`src/rtl/syncRxPkg.sv`:
```
package syncRxPkg;
  typedef enum logic {MODE_HUNT = 1'b0, MODE_BYTE = 1'b1} rxMode_e;

  typedef struct packed {
    logic compareEn;
    logic capture;
  } rxStrobes_t;
endpackage

```
`src/rtl/syncRxDatapath.sv`:
```
module syncRxDatapath
  import syncRxPkg::*;
#(
  parameter int DATA_W = 8
) (
  input  logic              clk,
  input  logic              rstN,
  input  logic              bitIn,
  input  logic [DATA_W-1:0] syncPattern,
  input  rxStrobes_t        strb,
  output logic              match,
  output logic [DATA_W-1:0] byteData
);
  logic [DATA_W-1:0] shiftReg;
  logic [DATA_W-1:0] nextShift;

  // newest bit enters at the top, so the oldest of the last DATA_W bits sits at bit 0
  assign nextShift = {bitIn, shiftReg[DATA_W-1:1]};
  assign match     = strb.compareEn && (nextShift == syncPattern);

  always_ff @(posedge clk) begin
    if (!rstN) begin
      shiftReg <= '0;
      byteData <= '0;
    end else begin
      shiftReg <= nextShift;
      if (strb.capture) byteData <= nextShift;
    end
  end

  a_r6_no_compare_on_capture: assert property (@(posedge clk) disable iff (!rstN)
    strb.capture |-> !match);
endmodule

```
`src/rtl/syncRxControl.sv`:
```
module syncRxControl
  import syncRxPkg::*;
#(
  parameter int DATA_W = 8
) (
  input  logic       clk,
  input  logic       rstN,
  input  logic       huntCmd,
  input  logic       byteAccept,
  input  logic       match,
  output rxStrobes_t strb,
  output logic       syncFound,
  output logic       huntMode,
  output logic       byteValid,
  output logic       overrun
);
  localparam int CNT_W = (DATA_W > 1) ? $clog2(DATA_W) : 1;
  localparam logic [CNT_W-1:0] LAST = CNT_W'(DATA_W - 1);

  rxMode_e          mode;
  logic [CNT_W-1:0] fillCnt;
  logic [CNT_W-1:0] bitCnt;

  always_comb begin
    strb.compareEn = (mode == MODE_HUNT) && (fillCnt == LAST) && !huntCmd;
    strb.capture   = (mode == MODE_BYTE) && (bitCnt == LAST) && !huntCmd;
  end

  assign huntMode = (mode == MODE_HUNT);

  // alignment state
  always_ff @(posedge clk) begin
    if (!rstN) begin
      mode      <= MODE_HUNT;
      fillCnt   <= '0;
      bitCnt    <= '0;
      syncFound <= 1'b0;
    end else if (huntCmd) begin
      mode      <= MODE_HUNT;
      fillCnt   <= '0;
      bitCnt    <= '0;
      syncFound <= 1'b0;
    end else begin
      syncFound <= 1'b0;
      if (mode == MODE_HUNT) begin
        if (fillCnt != LAST) begin
          fillCnt <= fillCnt + 1'b1;
        end else if (match) begin
          mode      <= MODE_BYTE;
          bitCnt    <= '0;
          syncFound <= 1'b1;
        end
      end else begin
        bitCnt <= (bitCnt == LAST) ? '0 : bitCnt + 1'b1;
      end
    end
  end

  // output handshake and overrun
  always_ff @(posedge clk) begin
    if (!rstN) begin
      byteValid <= 1'b0;
      overrun   <= 1'b0;
    end else begin
      if (strb.capture) begin
        byteValid <= 1'b1;
        if (byteValid && !byteAccept) overrun <= 1'b1;
      end else if (byteAccept) begin
        byteValid <= 1'b0;
      end
      if (huntCmd) overrun <= 1'b0;
    end
  end

  a_r4_single_pulse: assert property (@(posedge clk) disable iff (!rstN)
    syncFound |=> !syncFound);
  a_r4_leaves_hunt: assert property (@(posedge clk) disable iff (!rstN)
    syncFound |-> !huntMode);
  a_r7_valid_holds: assert property (@(posedge clk) disable iff (!rstN)
    (byteValid && !byteAccept) |=> byteValid);
  a_r8_overrun_sticky: assert property (@(posedge clk) disable iff (!rstN)
    (overrun && !huntCmd) |=> overrun);
  a_r9_hunt_restart: assert property (@(posedge clk) disable iff (!rstN)
    huntCmd |=> (huntMode && !overrun && !syncFound));
  a_r3_fill_guard: assert property (@(posedge clk) disable iff (!rstN)
    huntCmd |=> !syncFound ##1 !syncFound);
endmodule

```
`src/rtl/syncRx.sv`:
```
module syncRx
  import syncRxPkg::*;
#(
  parameter int DATA_W = 8
) (
  input  logic              clk,
  input  logic              rstN,
  input  logic              bitIn,
  input  logic [DATA_W-1:0] syncPattern,
  input  logic              huntCmd,
  input  logic              byteAccept,
  output logic              syncFound,
  output logic              huntMode,
  output logic [DATA_W-1:0] byteData,
  output logic              byteValid,
  output logic              overrun
);
  rxStrobes_t strb;
  logic       match;

  syncRxDatapath #(.DATA_W(DATA_W)) i_datapath (
    .clk(clk), .rstN(rstN), .bitIn(bitIn), .syncPattern(syncPattern),
    .strb(strb), .match(match), .byteData(byteData)
  );

  syncRxControl #(.DATA_W(DATA_W)) i_control (
    .clk(clk), .rstN(rstN), .huntCmd(huntCmd), .byteAccept(byteAccept),
    .match(match), .strb(strb), .syncFound(syncFound), .huntMode(huntMode),
    .byteValid(byteValid), .overrun(overrun)
  );
endmodule

```
`config.mk`:
```
export PLATFORM = sky130hd
export DESIGN_NAME = syncRx
export DESIGN_NICKNAME = d
export VERILOG_FILES = /design/src/rtl/syncRxPkg.sv /design/src/rtl/syncRxDatapath.sv /design/src/rtl/syncRxControl.sv /design/src/rtl/syncRx.sv
export SDC_FILE = /design/constraint.sdc
export NUM_CORES = 1
export LEC_CHECK = 0
export CORE_UTILIZATION = 30
export DETAILED_ROUTE_END_ITERATION = 12
export PLACE_DENSITY = 0.53
export SLEW_MARGIN = 20
export SYNTH_ARGS = -nofsm -noshare
export SYNTH_HDL_FRONTEND = slang
export SYNTH_SLANG_ARGS = --single-unit
export TNS_END_PERCENT = 20
```
`constraint.sdc`:
```
create_clock -name clk -period 1.5 [get_ports clk]
set_clock_uncertainty 0.2 [all_clocks]
set_input_delay 0.3 -clock clk [delete_from_list [all_inputs] [get_ports clk]]
set_output_delay 0.3 -clock clk [all_outputs]
set_load 0.005 [all_outputs]
```
==> flow_summary.yaml, run 1 <==
global_routing:
  wire_length_of_the_first_global_routing_pass_um: 3190
  global_route.usage.total: 0.122
  overflow: 0
  grt_start_max_net_pins: 17
  via_count_of_the_first_global_routing_pass: 749
  grt_antenna_before_repair: 0
layout:
  layout.core_utilization: 0.462
  mostFrequentLayoutCell: "sky130_fd_sc_hd__dfxtp_2"
  antenna_cells_inserted: 0
  net_total_in_the_final_layout: 149
  mostFrequentLayoutCells: "sky130_fd_sc_hd__dfxtp_2 (14), sky130_fd_sc_hd__clkdlybuf4s50_1 (12), sky130_fd_sc_hd__dfxtp_1 (11)"
  area_growth_syn_to_layout_pct: 41.6
  drive_gt1_frac: 0.282
timing:
  worst_pin_slew_ns: 0.256
  totalNegativeSetupSlack_ns: -0.0508
  grt_setup_unrepaired: "true"
  slew_viol_final: 0
  layout_min_cycle_time_ns: 1.52
  timing.final.setup_violations: 5
  fin_crit_sh: 1.01
  maxSlewHeadroom: 0.828
  post-route-worst-setup-slack_ns: -0.0152
  final-hold-violation-count: 0
  fmaxAchievable_ghz: 0.660
synth:
  synthesis.nets: 114
  cell_types_with_the_largest_area_share_after_synthesis: "sky130_fd_sc_hd__dfxtp_1 (49%), sky130_fd_sc_hd__mux2i_1 (7.8%), sky130_fd_sc_hd__xnor2_1 (7.7%), sky130_fd_sc_hd__ha_1 (4.9%), sky130_fd_sc_hd__nor2b_1 (4.9%)"
  gate_count_after_technology_mapping: 97
  post-synth-top-area-fraction: 0.487
  synthesis.yosys.warnings: 0
  syn-mean-instance-area_sq_um: 10.6
  synthesis.area_sq_um: 1030
  synth_largest_area_cell: "sky130_fd_sc_hd__dfxtp_1"
  synthesis_stage_register_bit_count: 25
  distinct_cells_synth: 29
  synth_seq_area_share: 0.487
power_and_ir_drop:
  pwr_density_cell_nw_per_um2: 730
  power_leakage_nw: 0.668
  power.ir.vdd_worst_uv: 577
setup_path:
  r2r-start: "i_control.bitCnt[1]"
  worstSetupPathDepth: 6
  critical_path.top_delay_family: "flip-flops"
  critical_path_arrival_ns: 1.53
  path_cells: "ha_4, ha_4, nand3b_1, buf_12, mux2i_1, nor2b_1"
  max_stage_delay_ns: 0.37
  worstRegToRegCells: 6
  critical_path_required_ns: 1.52
  cp_slowest_cell: "sky130_fd_sc_hd__dfxtp_2"
  timing.setup.critical_path_class: "reg -> reg"
  cp-end-kind: "flip-flop"
  critical_path_fanout_max: 10
  regToRegEndpoint: "i_datapath.byteData[4]"
  cp_num_buf_inv: 1
  cpMostUsedCell: "sky130_fd_sc_hd__ha_4"
  reg2reg_setup_slack_ns: -0.02
  crit_end: "i_datapath.byteData[4]"
  worstSetupStartpointType: "flip-flop"
  worst_setup_path_startpoint: "i_control.bitCnt[1]"
clocking:
  tritoncts.num_buffers: 3
  cts.reportedPaths.clkPinSlew_ns: 0.14
  tritoncts_num_sinks: 25
  root_buffer: "sky130_fd_sc_hd__clkbuf_4"
  worst_skew_pair.late_latency_ns: 0.32
  clock_path_buffers: 2
  h-tree-depth: 1
  tritoncts_clock_tree: "done"
die:
  std_cell_core_area_sq_um: 3150
  die_h_um: 60.6
  initial_core_utilization: 0.326
  num_rows: 20
  floorplan.die.width_um: 60.6
  floorplan.die_area_sq_um: 3670
  ios: 25
run_status:
  run_status: "complete, but fails checks"
  failing_checks: "negative setup slack"
routing:
  drt-pass1-iter-count: 4
  routed_wirelength_um: 1920
  ant_nets: 0
  via_per_instance_ratio: 4.28
  wire_per_inst_um: 11.0
  vias: 749
  dr.first_iter.drc_count: 14
  drcViolationCount: 0
worst_hold_path:
  hold_path_depth: 2
  worstHoldPathType: "reg -> reg"
job:
  cap_violations: 0
placed_design:
  placement.setup.worst_slack_ns: -0.266
  numPortBuffers: 24
  dp.final_hpwl_um: 1440
  gp_congestion: 0.730
per-stage QoR:
stage | std cells | total power [mW] | hold slack, ns | instance area (sq um)
2_1_floorplan | 97 | 0.726 | 0.222 | 1030
3_3_place_gp | 170 | 0.778 | 0.250 | 1370
3_5_place_dp | 170 | 0.779 | 0.260 | 1370
4_1_cts | 175 | 1.08 | 0.282 | 1420
5_1_grt | 175 | 1.12 | 0.309 | 1460
6_report | 175 | 1.06 | 0.288 | 1460
worst min path at each step:
stage                         from  slack (ns)                endpoint
3_5_place_dp   i_control.bitCnt[1]        0.26     i_control.bitCnt[1]
3_3_place_gp   i_control.bitCnt[1]        0.25     i_control.bitCnt[1]
4_1_cts        i_control.bitCnt[1]        0.28     i_control.bitCnt[1]
6_report       i_control.bitCnt[1]        0.29     i_control.bitCnt[1]
2_1_floorplan                bitIn        0.22  i_datapath.shiftReg[7]
5_1_grt        i_control.bitCnt[1]        0.31     i_control.bitCnt[1]
where the power goes:
group | switching, mW | internal, mW | total, mW
combinational | 0.0292 | 0.0575 | 0.0867
sequential | 0.00549 | 0.671 | 0.676
clock | 0.200 | 0.0998 | 0.300
cells in the mapped netlist:
master	instances
sky130_fd_sc_hd__buf_6	1
sky130_fd_sc_hd__o21ba_2	1
sky130_fd_sc_hd__nand2b_1	1
sky130_fd_sc_hd__xnor2_1	9
sky130_fd_sc_hd__a21oi_1	2
sky130_fd_sc_hd__o32ai_1	1
sky130_fd_sc_hd__ha_1	4
sky130_fd_sc_hd__and2_1	7
sky130_fd_sc_hd__nor2b_1	8
sky130_fd_sc_hd__nand3_2	1
sky130_fd_sc_hd__nor2_1	5
sky130_fd_sc_hd__nand4_1	1
sky130_fd_sc_hd__inv_1	2
sky130_fd_sc_hd__and2_2	1
sky130_fd_sc_hd__nand3b_1	2
sky130_fd_sc_hd__mux2i_1	8
sky130_fd_sc_hd__buf_4	1
sky130_fd_sc_hd__nor3_4	1
sky130_fd_sc_hd__o22ai_1	1
sky130_fd_sc_hd__dfxtp_1	25
sky130_fd_sc_hd__a21boi_0	1
sky130_fd_sc_hd__nand2_1	6
sky130_fd_sc_hd__nand2b_2	1
sky130_fd_sc_hd__nand3_1	1
sky130_fd_sc_hd__o21ai_1	1
sky130_fd_sc_hd__o21ai_0	2
sky130_fd_sc_hd__o21ba_1	1
sky130_fd_sc_hd__nor2_4	1
sky130_fd_sc_hd__clkbuf_1	1
state kept, by name (all words and copies together) (netlist names):
| register | flops |
|---|---|
| i_control.fillCnt | 3 |
| i_datapath.byteData | 8 |
| i_control.overrun | 1 |
| i_control.bitCnt | 3 |
| i_control.mode | 1 |
| i_datapath.shiftReg | 7 |
| i_control.syncFound | 1 |
| i_control.byteValid | 1 |
metal layers:
metal  GRT usage  part of all wire  routed length [um]  vias up
met2       0.228              0.49                 945       16
met3      0.0469             0.041                  78        2
met1       0.128              0.46                 884      343
met5           0                 0                   0        -
met4      0.0292            0.0062                  12        0
li1            -                 -                   -      388
worst min-delay path, delay by kind of cell (launching register included):
family	cells	cell delay, ns
AOI/OAI and AO/OA	1	0.05
DFF	1	0.37
and+or+nand+nor	1	0.06
kinds of logic after synthesis:
| group | share of synthesized area |
|---|---|
| simple gates | 0.215 |
| flops | 0.487 |
| compound gates | 0.0657 |
| xor+xnor | 0.0766 |
| mux | 0.0779 |
| buf+inv | 0.0292 |
| fa+ha+maj | 0.0487 |
final cells by class:
class | count | area [sq um]
Inverter | 2 | 7.51
Clock inverter | 1 | 5.00
Timing Repair Buffer | 33 | 310
Clock buffer | 3 | 22.5
Multi-Input combinational cell | 67 | 538
Fill cell | 322 | 1700
Sequential cell | 25 | 518
Tap cell | 44 | 55.1
repair_timing:
item,in CTS,in global routing
resized for setup,25,9
pin swaps,1,0
setup endpoints to repair,26,19
setup buffers,1,0
hold buffers,0,0
No activity file was read; power rests on OpenSTA's default activity.
==> inputs of run 2 (changes only) <==
--- a/config.mk
+++ b/config.mk
@@ -9,4 +9,5 @@
 export DETAILED_ROUTE_END_ITERATION = 12
 export PLACE_DENSITY = 0.53
+export SETUP_SLACK_MARGIN = 0.15
 export SLEW_MARGIN = 20
 export SYNTH_ARGS = -nofsm -noshare
==> constraint.sdc (replaced) <==
create_clock -name clk -period 1.5 [get_ports clk]
set_clock_uncertainty 0.2 [all_clocks]
set_input_delay 0.225 -clock clk [delete_from_list [all_inputs] [get_ports clk]]
set_output_delay 0.225 -clock clk [all_outputs]
set_load 0.005 [all_outputs]
==> run 2 against run 1 <==
- the run now ends clean
- combinational power up 3.7%
- flip-flop and latch count is the same
- final cell count unchanged
- die area did not move
- register-to-register slack improved by 0.04 ns
- sequential power hardly changed
- non-clock buffer count unchanged
- routed wire length grew 2.3%
==> flow_summary.yaml, run 2 (synthesized netlist as in run 1, its figures left out) <==
power_and_ir_drop:
  pwr_density_cell_nw_per_um2: 709
  total_power_mw: 1.06
  power_leakage_nw: 0.639
  power.ir.vdd_worst_uv: 636
setup_path:
  critical_path_arrival_ns: 1.50
  cpMostUsedCell: "sky130_fd_sc_hd__ha_4"
  critical_path_fanout_max: 5
  timing.setup.critical_path_class: "reg -> reg"
  path_cells: "ha_4, ha_4, nand3b_1, buf_4, mux2i_1, nor2b_1"
  worstSetupStartpointType: "flip-flop"
  critical_path.top_delay_family: "flip-flops"
  critical_path_required_ns: 1.53
  cp_num_buf_inv: 1
  cp_slowest_cell: "sky130_fd_sc_hd__dfxtp_2"
  cp-end-kind: "flip-flop"
  max_stage_delay_ns: 0.37
routing:
  drt-pass1-iter-count: 4
  wire_per_inst_um: 11.2
  routed_wirelength_um: 1970
  ant_nets: 0
  drcViolationCount: 0
  via_per_instance_ratio: 4.30
  dr.first_iter.drc_count: 10
  vias: 753
die:
  die_h_um: 60.6
  std_cell_core_area_sq_um: 3150
  initial_core_utilization: 0.326
  ios: 25
  num_rows: 20
  floorplan.die.width_um: 60.6
  floorplan.die_area_sq_um: 3670
global_routing:
  globalRoute.busiestLayer: "met2"
  met2_usage: 0.207
  grt_antenna_before_repair: 0
  grt_util_met3: 0.0384
  global_route.usage.total: 0.125
  grt_start_max_net_pins: 17
  wire_length_of_the_first_global_routing_pass_um: 3350
  overflow: 0
  grt.met1_usage: 0.158
  via_count_of_the_first_global_routing_pass: 755
layout:
  top_regs: "i_datapath.byteData: 8 flops, i_datapath.shiftReg: 7 flops"
  mostFrequentLayoutCell: "sky130_fd_sc_hd__dfxtp_2"
  net_total_in_the_final_layout: 149
  drive_gt1_frac: 0.374
  antenna_cells_inserted: 0
  area_growth_syn_to_layout_pct: 45.7
  reg_with_most_ffs: "i_datapath.byteData"
  mostFrequentLayoutCells: "sky130_fd_sc_hd__dfxtp_2 (20), sky130_fd_sc_hd__clkdlybuf4s50_1 (10)"
  final_cell_count_no_fill: 175
  flip_flop_count_of_the_largest_register_all_copies_and_words_added: 8
  layout.core_utilization: 0.475
timing:
  grt_setup_unrepaired: "true"
  fmaxAchievable_ghz: 0.676
  hold_slack_ns: 0.182
  worst_pin_slew_ns: 0.253
  slew_viol_final: 0
  maxSlewHeadroom: 0.831
  timing.final.setup_violations: 0
  fin_crit_sh: 0.986
  layout_min_cycle_time_ns: 1.48
  post-route-worst-setup-slack_ns: 0.0206
  final-hold-violation-count: 0
run_status:
  run_status: "finished clean"
placed_design:
  placement.setup.worst_slack_ns: -0.231
  gp_congestion: 0.680
  dp.final_hpwl_um: 1510
  place_inst: 169
  numPortBuffers: 24
clocking:
  tritoncts.num_buffers: 3
  ctsHoldBuffers: 0
  worst_skew_pair.late_latency_ns: 0.31
  clock_path_buffers: 2
  cts.reportedPaths.clkPinSlew_ns: 0.13
  tritoncts_clock_tree: "done"
  h-tree-depth: 1
  root_buffer: "sky130_fd_sc_hd__clkbuf_4"
  tritoncts_num_sinks: 25
job:
  cap_violations: 0
worst_hold_path:
  worstHoldPathType: "in -> reg"
[run 2: cell type report]
type	count	area (sq um)
Inverter	2	7.51
Clock buffer	4	26.3
Sequential cell	25	529
Tap cell	44	55.1
Multi-Input combinational cell	67	581
Timing Repair Buffer	33	300
Fill cell	314	1650
[run 2: routing by layer]
| metal | vias up | routed length [um] |
|---|---|---|
| li1 | 391 | - |
| met1 | 342 | 912 |
| met2 | 18 | 939 |
| met3 | 2 | 95 |
| met4 | 0 | 18 |
| met5 | - | 0 |
[run 2: report_power, final]
group / internal (mW) / leakage, nW / switching, mW
logic: 0.0576 / 0.412 / 0.0322
registers: 0.670 / 0.213 / 0.00686
clock network: 0.104 / 0.0150 / 0.192
total: 0.831 / 0.639 / 0.231
[run 2: worst paths after layout]
| path | from | endpoint | slack (ns) | cells after the start |
|---|---|---|---|---|
| hold / removal | bitIn | i_datapath.shiftReg[7] | 0.18 | 3 |
| hold reg to reg | i_control.bitCnt[1] | i_control.bitCnt[1] | 0.28 | 2 |
| setup reg to reg | i_control.bitCnt[0] | i_datapath.byteData[1] | 0.02 | 6 |
| setup / recovery | i_control.bitCnt[0] | i_datapath.byteData[1] | 0.02 | 6 |
[run 2: metrics by stage]
step / instance area [sq um] / setup TNS [ns]
3_5_place_dp: 1380 / -2.62
6_report: 1500 / 0
5_1_grt: 1500 / -0.368
2_1_floorplan: 1060 / 0
3_3_place_gp: 1380 / -2.45
4_1_cts: 1470 / -0.0885
[run 2: tightest hold or removal path, stage by stage]
cell                            delay (ns)
sky130_fd_sc_hd__dlygate4sd2_1        0.23
sky130_fd_sc_hd__buf_4                0.12
sky130_fd_sc_hd__and2_1               0.10
[run 2: timing repair]
action | CTS | global route
hold endpoints to repair | 0 | 0
cloned | 0 | 0
endpoints found under the setup margin | 30 | 26
resized for setup | 43 | 15
buffers inserted | 1 | 1
pin swaps | 13 | 5
==> inputs of run 3 (changes only) <==
- CTS_BUF_LIST: default -> sky130_fd_sc_hd__clkbuf_4
==> run 3 against run 2 <==
- core utilization increased by 0.12 points
- worst hold slack about the same
- clock power increased by 6%
- combinational power about the same
- power increased by 1.7%
- design area increased by 0.25%
- non-clock buffer count unchanged
- die area unchanged
- routed wire length decreased by 0.20%
- via count decreased by 0.40%
- flip-flop and latch count unchanged
==> flow_summary.yaml, run 3 (synthesized netlist as in run 1, its figures left out) <==
die:
  floorplan.die_area_sq_um: 3670
  floorplan.die.width_um: 60.6
  ios: 25
  initial_core_utilization: 0.326
  die_h_um: 60.6
  num_rows: 20
  std_cell_core_area_sq_um: 3150
routing:
  dr.first_iter.drc_count: 10
  drt-pass1-iter-count: 4
  drcViolationCount: 0
  wire_per_inst_um: 11.2
  via_per_instance_ratio: 4.29
  vias: 750
  routed_wirelength_um: 1960
  ant_nets: 0
layout:
  mostFrequentLayoutCell: "sky130_fd_sc_hd__dfxtp_2"
  flip_flop_count_of_the_largest_register_all_copies_and_words_added: 8
  net_total_in_the_final_layout: 149
  top_regs: "i_datapath.byteData: 8 flops, i_datapath.shiftReg: 7 flops"
  layout.core_utilization: 0.477
  antenna_cells_inserted: 0
  area_growth_syn_to_layout_pct: 46.1
  fill_cells: 316
  reg_with_most_ffs: "i_datapath.byteData"
  multi_input_area_sq_um: 581
  mostFrequentLayoutCells: "sky130_fd_sc_hd__dfxtp_2 (20), sky130_fd_sc_hd__clkdlybuf4s50_1 (10)"
  drive_gt1_frac: 0.382
  area_of_all_sequential_standard_cells_sq_um: 529
clocking:
  root_buffer: "sky130_fd_sc_hd__clkbuf_4"
  clock_path_buffers: 2
  h-tree-depth: 1
  tritoncts_num_sinks: 25
  tritoncts_clock_tree: "done"
  worst_skew_pair.late_latency_ns: 0.31
  tritoncts.num_buffers: 3
  cts.reportedPaths.clkPinSlew_ns: 0.13
power_and_ir_drop:
  power_leakage_nw: 0.643
  pwr_density_cell_nw_per_um2: 719
  total_power_mw: 1.08
  power.ir.vdd_worst_uv: 607
timing:
  slew_viol_final: 0
  grt_setup_unrepaired: "true"
  fin_crit_sh: 0.986
  maxSlewHeadroom: 0.831
  timing.final.setup_violations: 0
  layout_min_cycle_time_ns: 1.48
  hold_slack_ns: 0.182
  fmaxAchievable_ghz: 0.676
  worst_pin_slew_ns: 0.253
  totalNegativeSetupSlack_ns: 0
  final-hold-violation-count: 0
setup_path:
  critical_path_required_ns: 1.53
  r2r-start: "i_control.bitCnt[0]"
  worstSetupStartpointType: "flip-flop"
  worstRegToRegCells: 6
  timing.setup.critical_path_class: "reg -> reg"
  cp-end-kind: "flip-flop"
  regToRegEndpoint: "i_datapath.byteData[1]"
  worst_setup_path_startpoint: "i_control.bitCnt[0]"
  reg2reg_setup_slack_ns: 0.02
  critical_path_arrival_ns: 1.50
  critical_path_fanout_max: 5
placed_design:
  dp.final_hpwl_um: 1510
  gp_congestion: 0.680
  numPortBuffers: 24
global_routing:
  wire_length_of_the_first_global_routing_pass_um: 3350
  overflow: 0
  global_route.usage.total: 0.125
  grt_antenna_before_repair: 0
  via_count_of_the_first_global_routing_pass: 761
  grt_start_max_net_pins: 17
run_status:
  run_status: "finished clean"
worst_hold_path:
  worstHoldPathType: "in -> reg"
  hold-path-endpoint: "i_datapath.shiftReg[7]"
  hold_path_startpoint: "bitIn"
  hold_path_depth: 3
job:
  cap_violations: 0
run 3: final cells by class:
type	instances	share of cell area
Clock buffer	4	0.0200
Inverter	2	0.00500
Multi-Input combinational cell	67	0.386
Sequential cell	25	0.352
Tap cell	44	0.0366
Timing Repair Buffer	33	0.200
run 3: power breakdown:
part | internal [mW] | total [mW] | switching (mW)
logic | 0.0576 | 0.0897 | 0.0321
registers | 0.670 | 0.676 | 0.00686
clock network | 0.122 | 0.314 | 0.192
total | 0.849 | 1.08 | 0.231
run 3: stage by stage:
stage	cell area, sq um	worst slack, ns	cells
after floorplan	1060	0.103	97
after global placement	1380	-0.218	169
after detailed placement	1380	-0.231	169
after CTS	1470	-0.0857	174
after global routing	1500	-0.0566	175
final	1500	0.0206	175
run 3: worst max-delay path: stages, from the launching register on:
cell and delay (ns):
sky130_fd_sc_hd__dfxtp_2 0.37, sky130_fd_sc_hd__ha_4 0.16, sky130_fd_sc_hd__ha_4 0.15, sky130_fd_sc_hd__nand3b_1 0.12, sky130_fd_sc_hd__buf_4 0.16, sky130_fd_sc_hd__mux2i_1 0.18, sky130_fd_sc_hd__nor2b_1 0.05
run 3: what timing repair did:
action | CTS | global route
hold buffers | 0 | 0
resized for setup | 43 | 15
buffers inserted | 1 | 1
setup endpoints to repair | 30 | 26
cloned | 0 | 0
pin swaps | 13 | 5
run 3: routing by layer:
metal	track usage	vias up	share of wire
met5	0	-	0
met4	0.0325	0	0.0092
met3	0.0384	2	0.048
met2	0.207	18	0.48
met1	0.158	340	0.47
li1	-	390	-
run 3: worst max path at each step:
stage                              to  cells after the start
3_5_place_dp      i_control.bitCnt[0]                      5
6_report       i_datapath.byteData[1]                      6
4_1_cts                       overrun                      1
2_1_floorplan  i_datapath.byteData[0]                      6
3_3_place_gp      i_control.bitCnt[0]                      5
5_1_grt        i_datapath.byteData[2]                      6
